===== config.mk =====
export PLATFORM = sky130hd
export DESIGN_NAME = dmem_bank_front
export DESIGN_NICKNAME = d
export VERILOG_FILES = /design/src/rtl/dmem_pkg.sv /design/src/rtl/dmem_decode.sv /design/src/rtl/dmem_sysregs.sv /design/src/rtl/dmem_ram.sv /design/src/rtl/dmem_bank_front.sv
export SDC_FILE = /design/constraint.sdc
export NUM_CORES = 2
export LEC_CHECK = 0
export BUFFER_PORTS_ARGS = -buffer_cell sky130_fd_sc_hd__buf_2
export CAP_MARGIN = 25
export CORE_MARGIN = 2
export CORE_UTILIZATION = 28
export CTS_CLUSTER_SIZE = 40
export DETAILED_ROUTE_END_ITERATION = 6
export PLACE_DENSITY = 0.48
export SLEW_MARGIN = 0
export SYNTH_ARGS = -nofsm -noshare
export SYNTH_HDL_FRONTEND = slang
export SYNTH_HIERARCHICAL = 1
export SYNTH_SLANG_ARGS = --single-unit

===== constraint.sdc =====
create_clock -name clk -period 9 [get_ports clk]
set_input_delay 1.35 -clock clk [delete_from_list [all_inputs] [get_ports clk]]
set_output_delay 1.35 -clock clk [all_outputs]
set_load 0.005 [all_outputs]

===== src/rtl/dmem_pkg.sv =====
package dmem_pkg;

    localparam int DATA_W = 8;
    localparam int ADDR_W = 8;

    typedef logic [DATA_W-1:0] byte_t;
    typedef logic [ADDR_W-1:0] addr_t;

    localparam addr_t A_WIN0 = 8'h00;
    localparam addr_t A_PTR0 = 8'h01;
    localparam addr_t A_WIN1 = 8'h02;
    localparam addr_t A_PTR1 = 8'h03;
    localparam addr_t A_BANK = 8'h04;
    localparam addr_t A_ACC  = 8'h05;
    localparam addr_t A_RAM0_FIRST = 8'h06;

    typedef enum logic [2:0] {
        TGT_NONE,
        TGT_PTR0,
        TGT_PTR1,
        TGT_BANK,
        TGT_ACC,
        TGT_RAM0,
        TGT_RAM1
    } tgt_e;

    typedef struct packed {
        tgt_e  tgt;
        addr_t off;
    } access_t;

    function automatic logic is_window(input addr_t a);
        return (a == A_WIN0) || (a == A_WIN1);
    endfunction

    function automatic access_t resolve(
        input addr_t a,
        input addr_t p0,
        input addr_t p1,
        input logic  bank,
        input addr_t b0_last,
        input addr_t b1_first,
        input addr_t b1_last
    );
        access_t r;
        addr_t   ea;
        logic    in_b1;
        logic    via_ptr;
        r       = '{tgt: TGT_NONE, off: '0};
        via_ptr = 1'b0;
        in_b1   = 1'b0;
        ea      = a;
        if (a == A_WIN0) begin
            ea      = p0;
            via_ptr = 1'b1;
        end else if (a == A_WIN1) begin
            ea      = p1;
            via_ptr = 1'b1;
            in_b1   = bank;
        end
        if (via_ptr && is_window(ea)) begin
            r.tgt = TGT_NONE;
        end else begin
            case (ea)
                A_PTR0: r.tgt = TGT_PTR0;
                A_PTR1: r.tgt = TGT_PTR1;
                A_BANK: r.tgt = TGT_BANK;
                A_ACC:  r.tgt = TGT_ACC;
                default: begin
                    if (!in_b1 && ea >= A_RAM0_FIRST && ea <= b0_last) begin
                        r.tgt = TGT_RAM0;
                        r.off = ea - A_RAM0_FIRST;
                    end else if (in_b1 && ea >= b1_first && ea <= b1_last) begin
                        r.tgt = TGT_RAM1;
                        r.off = ea - b1_first;
                    end
                end
            endcase
        end
        return r;
    endfunction

endpackage


===== src/rtl/dmem_decode.sv =====
module dmem_decode
    import dmem_pkg::*;
#(
    parameter addr_t B0_LAST  = 8'h7F,
    parameter addr_t B1_FIRST = 8'h41,
    parameter addr_t B1_LAST  = 8'h4B
) (
    input  addr_t   addr,
    input  addr_t   ptr0,
    input  addr_t   ptr1,
    input  logic    bank,
    output access_t acc_sel
);

    always_comb begin
        acc_sel = resolve(addr, ptr0, ptr1, bank, B0_LAST, B1_FIRST, B1_LAST);
    end

endmodule


===== src/rtl/dmem_sysregs.sv =====
module dmem_sysregs
    import dmem_pkg::*;
(
    input  logic  clk,
    input  logic  rst,
    input  logic  wr_en,
    input  tgt_e  tgt,
    input  byte_t wd,
    output addr_t ptr0,
    output addr_t ptr1,
    output logic  bank,
    output byte_t acc
);

    always_ff @(posedge clk) begin
        if (rst) begin
            ptr0 <= '0;
            ptr1 <= '0;
            bank <= 1'b0;
            acc  <= '0;
        end else if (wr_en) begin
            case (tgt)
                TGT_PTR0: ptr0 <= wd;
                TGT_PTR1: ptr1 <= wd;
                TGT_BANK: bank <= wd[0];
                TGT_ACC:  acc  <= wd;
                default:  ;
            endcase
        end
    end

endmodule


===== src/rtl/dmem_ram.sv =====
module dmem_ram
    import dmem_pkg::*;
#(
    parameter addr_t BASE = 8'h06,
    parameter addr_t LAST = 8'h7F
) (
    input  logic  clk,
    input  logic  rst,
    input  logic  we,
    input  addr_t off,
    input  byte_t wd,
    output byte_t rd
);

    localparam int COUNT = int'(LAST) - int'(BASE) + 1;
    localparam int IW    = (COUNT > 1) ? $clog2(COUNT) : 1;

    byte_t mem [COUNT];

    generate
        for (genvar i = 0; i < COUNT; i++) begin : g_word
            always_ff @(posedge clk) begin
                if (rst) begin
                    mem[i] <= '0;
                end else if (we && off == addr_t'(i)) begin
                    mem[i] <= wd;
                end
            end
        end
    endgenerate

    always_comb begin
        if (off < addr_t'(COUNT)) begin
            rd = mem[off[IW-1:0]];
        end else begin
            rd = '0;
        end
    end

endmodule


===== src/rtl/dmem_bank_front.sv =====
module dmem_bank_front
    import dmem_pkg::*;
#(
    parameter addr_t B0_LAST  = 8'h7F,
    parameter addr_t B1_FIRST = 8'h41,
    parameter addr_t B1_LAST  = 8'h4B
) (
    input  logic       clk,
    input  logic       rst,
    input  logic [7:0] addr,
    input  logic       rd_en,
    input  logic       wr_en,
    input  logic [7:0] wr_data,
    output logic [7:0] rd_data,
    output logic [7:0] acc_out
);

    addr_t   ptr0_q;
    addr_t   ptr1_q;
    logic    bank_q;
    byte_t   acc_q;
    access_t sel;
    byte_t   ram0_rd;
    byte_t   ram1_rd;
    byte_t   rd_mux;

    dmem_decode #(
        .B0_LAST (B0_LAST),
        .B1_FIRST(B1_FIRST),
        .B1_LAST (B1_LAST)
    ) u_decode (
        .addr   (addr),
        .ptr0   (ptr0_q),
        .ptr1   (ptr1_q),
        .bank   (bank_q),
        .acc_sel(sel)
    );

    dmem_sysregs u_sys (
        .clk  (clk),
        .rst  (rst),
        .wr_en(wr_en),
        .tgt  (sel.tgt),
        .wd   (wr_data),
        .ptr0 (ptr0_q),
        .ptr1 (ptr1_q),
        .bank (bank_q),
        .acc  (acc_q)
    );

    dmem_ram #(
        .BASE(A_RAM0_FIRST),
        .LAST(B0_LAST)
    ) u_bank0 (
        .clk(clk),
        .rst(rst),
        .we (wr_en && sel.tgt == TGT_RAM0),
        .off(sel.off),
        .wd (wr_data),
        .rd (ram0_rd)
    );

    dmem_ram #(
        .BASE(B1_FIRST),
        .LAST(B1_LAST)
    ) u_bank1 (
        .clk(clk),
        .rst(rst),
        .we (wr_en && sel.tgt == TGT_RAM1),
        .off(sel.off),
        .wd (wr_data),
        .rd (ram1_rd)
    );

    always_comb begin
        case (sel.tgt)
            TGT_PTR0: rd_mux = ptr0_q;
            TGT_PTR1: rd_mux = ptr1_q;
            TGT_BANK: rd_mux = {7'b0, bank_q};
            TGT_ACC:  rd_mux = acc_q;
            TGT_RAM0: rd_mux = ram0_rd;
            TGT_RAM1: rd_mux = ram1_rd;
            default:  rd_mux = '0;
        endcase
    end

    assign rd_data = rd_en ? rd_mux : '0;
    assign acc_out = acc_q;

endmodule


==> flow_summary_export.csv <==
group,metric,value,unit
pwr,totalPowerFinal,0.0120,W
synth,synthCells,3821,
pwr,peakVddDrop,0.000160,V
critical_path,slowest_delay,620,ps
layout,nets,3747,
pwr,pwr-share-seq,49.1,%
sta,min_period_over_period,96.9,%
synth,synth_area,53100,um2
synth,syn-num-nets,3845,
layout,fin_util,32.0,%
place,place_hpwl,106000,um
clock_network,htree_num_levels,3,
sta,finalHoldViolCount,0,
synth,post_synth.cell_area_avg,13.9,um2
critical_path,worstPathArrival,7370,ps
synth,yosysTopAreaCellShare,60.2,%
global_route,grt_usage,17.7,%
floorplanning,die-height,439,um
critical_path,criticalPathCategory,"input pin to primary output",
floorplanning,start_util,28.2,%
sta,fmax,0.115,GHz
clock_network,root_buffer,"clkbuf_16",
floorplanning,dieArea,193000,um2
critical_path,cpLargestDelayFamily,"compound AO/OA/AOI/OAI gates",
route,drt-initial-drc-count,3612,
critical_path,crit_path_start_kind,"input pin",
clock_network,cts_buffers,120,
pwr,intPower,0.00899,W
sta,worst_pin_slew,1110,ps
critical_path,worst-path-buf-inv,6,
pwr,p_clk_share,41.2,%
pwr,power.share.switching,24.9,%
route,route.detailed.drc,0,
clock_network,hold_buffers,0,
synth,synth_cell_type_count,89,
synth,synth-edff-count,1064,
worst_hold_path,min_path_type,"flip-flop to flip-flop",
sta,maxSlewViolCount,0,
route,vias,33200,
synth,synth_area_leaders,"edfxtp_1 60%, and3_1 8.5%, mux4_2 8.2%, and2_1 4.1%, mux2i_1 2.8%",
route,dr.pass1.iters,6,
critical_path,crit_chain,"buf_2, nor4_2, a31oi_1, nor2_2, inv_1, ha_1, o211a_1, o21a_4, nor2_4, buf_4, nor2_2, buf_4, nand2_1, o22ai_1, a211oi_1, a221oi_1, buf_4, a31oi_1, mux2i_1, a2bb2oi_1, a211oi_1, buf_2",
synth,yosysTopAreaCell,"edfxtp_1",
pwr,power_leakage,22.3,nW
pwr,power.density,199,nW/um2
global_route,grt_max_degree,129,
sta,finalSetupViolCount,0,
place,routabilityCongestion,0.864,
floorplanning,die_w,439,um
synth,ys.flop_type,"edfxtp_1",
flow_run,cap_violations,0,
critical_path,cp.required,7650,ps
place,io_buffers,35,
clock_network,cts_tree,"yes",
critical_path,end_kind,"primary output",
sta,worst_clock_skew,30.2,ps
route,wl,173000,um
route,routed_via_density,5.26,
synth,synth_seq_cells,1089,
route,ant_nets,0,
critical_path,cp_max_fo,15,
route,post_drt_wl_per_cell,27.4,um
global_route,grt_pass1_vias,33000,
pwr,p_sw,0.00298,W
clock_network,post_cts_buffers,0,
floorplanning,core_area,188000,um2
global_route,antenna_found_initial,4,
synth,synth_warnings,6,
sta,period_minus_slack,8720,ps
critical_path,cpMaxStageDelayCell,"nor2_4",
layout,syn_to_final_growth,13.4,%
pwr,combPwrFrac,9.8,%
synth,ys_seq_area_share,61.1,%
clock_network,clockBufferDepth,3,
critical_path,crit_path_frequent_cell,"buf_4",
clock_network,clk_latency,780,ps
floorplanning,pin_count,36,
layout,drive_gt1_share,18.4,%
clock_network,cts_sinks,1089,
sta,relSlewSlack,25.9,%
synth,async_reset_ff_share,0,%
clock_network,clk_pin_slew,60,ps
status,status,"completed",
global_route,grt_first_pass_wirelength,250000,um
floorplanning,rows,159,
global_route,grt-ovfl-total,0,
sta,rsz0062_at_grt,"false",
==> cell families after synthesis <==
family,synth area share (%)
AOI/OAI and AO/OA,5.37
adders and majority gates,0.0943
buffers and inverters,3.79
and+or+nand+nor,17.2
DFF,61.1
muxes,12.4
xor gates and xnor gates,0.0330
==> layer usage <==
layer	vias up	track usage (%)	share of wire, %
met4	0	5.71	3.0
met2	1192	28.3	47
met5	-	0	0
met1	17300	24.7	44
met3	256	2.23	5.8
li1	14500	-	-
==> power by group through the flow <==
stage	sequential (W)	combinational, W	clock (W)
2_1_floorplan	0.00594	0.000683	0
3_3_place_gp	0.00598	0.00115	0
3_5_place_dp	0.00598	0.00115	0
4_1_cts	0.00588	0.00116	0.00502
5_1_grt	0.00590	0.00122	0.00522
6_report	0.00588	0.00117	0.00493
==> worst register-to-register path: stages, from the launching register on <==
cell	delay, ps
dfxtp_1	360
mux2_2	310
a41oi_1	630
nand3_1	390
nor3_2	430
o21a_4	280
nor2_4	140
buf_12	220
buf_12	210
inv_2	380
buf_4	400
nand2_1	200
nor2_1	240
nand2_1	560
o21bai_1	1020
==> through the flow <==
| stage | cell area (um2) | std cells | setup TNS (ps) | worst slack, ps | hold slack, ps |
|---|---|---|---|---|---|
| final | 60200 | 6324 | 0 | 281 | 511 |
| after global routing | 60200 | 6320 | 0 | 0.229 | 546 |
| after CTS | 59900 | 6296 | 0 | 102 | 512 |
| after detailed placement | 56000 | 6072 | -8.65 | -8.65 | 500 |
| after global placement | 55900 | 6060 | -4.61 | -4.61 | 493 |
| after floorplan | 53100 | 3821 | 0 | 2100 | 454 |
==> repair_timing <==
action                     CTS  global route
pin swaps                    0             1
hold endpoints to repair     0             0
resized for setup            1             5
setup endpoints to repair    1             5
==> cell usage after synthesis (all sizes together), types with 5 or more instances <==
cell type and n:
or3 8, nor3 20, a21oi 44, o211ai 18, and3 725, mux4 204, dfxtp 25, o21ai 36
a221oi 31, nand2b 57, clkbuf 311, nor2b 12, a211oi 11, a22oi 46, nand4 10, and2 349
mux2i 152, nand3 44, o22ai 16, buf 111, edfxtp 1064, nor4 23, nor2 110, a31oi 12
or3b 5, o2111ai 8, mux2 36, nand2 117, inv 14, o21bai 121, a21o 13
==> flip-flops by register name (all words and copies together), names as in the netlist <==
register,cells
u_sys/ptr1,8
u_bank1/mem,88
u_sys/acc,8
u_bank0/mem,976
u_sys/bank,1
u_sys/ptr0,8
==> cells in the final DEF, fill, tap and decap left out, types with 17 or more instances in the layout <==
master	netlist	final
nor2_4	0	21
nand3_1	44	44
buf_2	52	26
buf_4	29	152
dfxtp_1	25	25
a21oi_1	44	44
a221oi_1	30	30
a22oi_1	46	45
nor2_2	14	19
nand2b_1	57	57
mux2i_1	151	151
nand2_1	117	117
o21ai_0	30	30
nor2_1	96	70
and3_1	725	725
clkinv_2	0	20
clkbuf_16	0	122
nor3_1	17	17
and2_1	349	348
edfxtp_1	1064	1064
o211ai_1	18	18
clkbuf_1	310	23
mux2_2	32	32
clkinv_1	1	28
buf_12	3	18
mux4_2	193	193
o21bai_1	120	120
==> layout make-up <==
class                   count  area [um2]
diodes                      4        10.0
clock buffers             155        3240
clock inverters            69         658
fillers                 18500      128000
inverters                  15        56.3
multi-input cells        2295       18900
flip-flops and latches   1089       32500
well taps                2495        3120
repair buffers            202        1750
==> worst paths after layout <==
check | from | endpoint | slack, ps | depth (start not counted)
max | addr[6] | rd_data[2] | 280 | 22
min | u_sys/acc[0] | u_sys/acc[0] | 510 | 2
max reg2reg | u_sys/ptr0[3] | u_bank0/mem[118][6] | 2840 | 14
min reg2reg | u_sys/acc[0] | u_sys/acc[0] | 510 | 2
No activity file was read; power rests on OpenSTA's default activity.
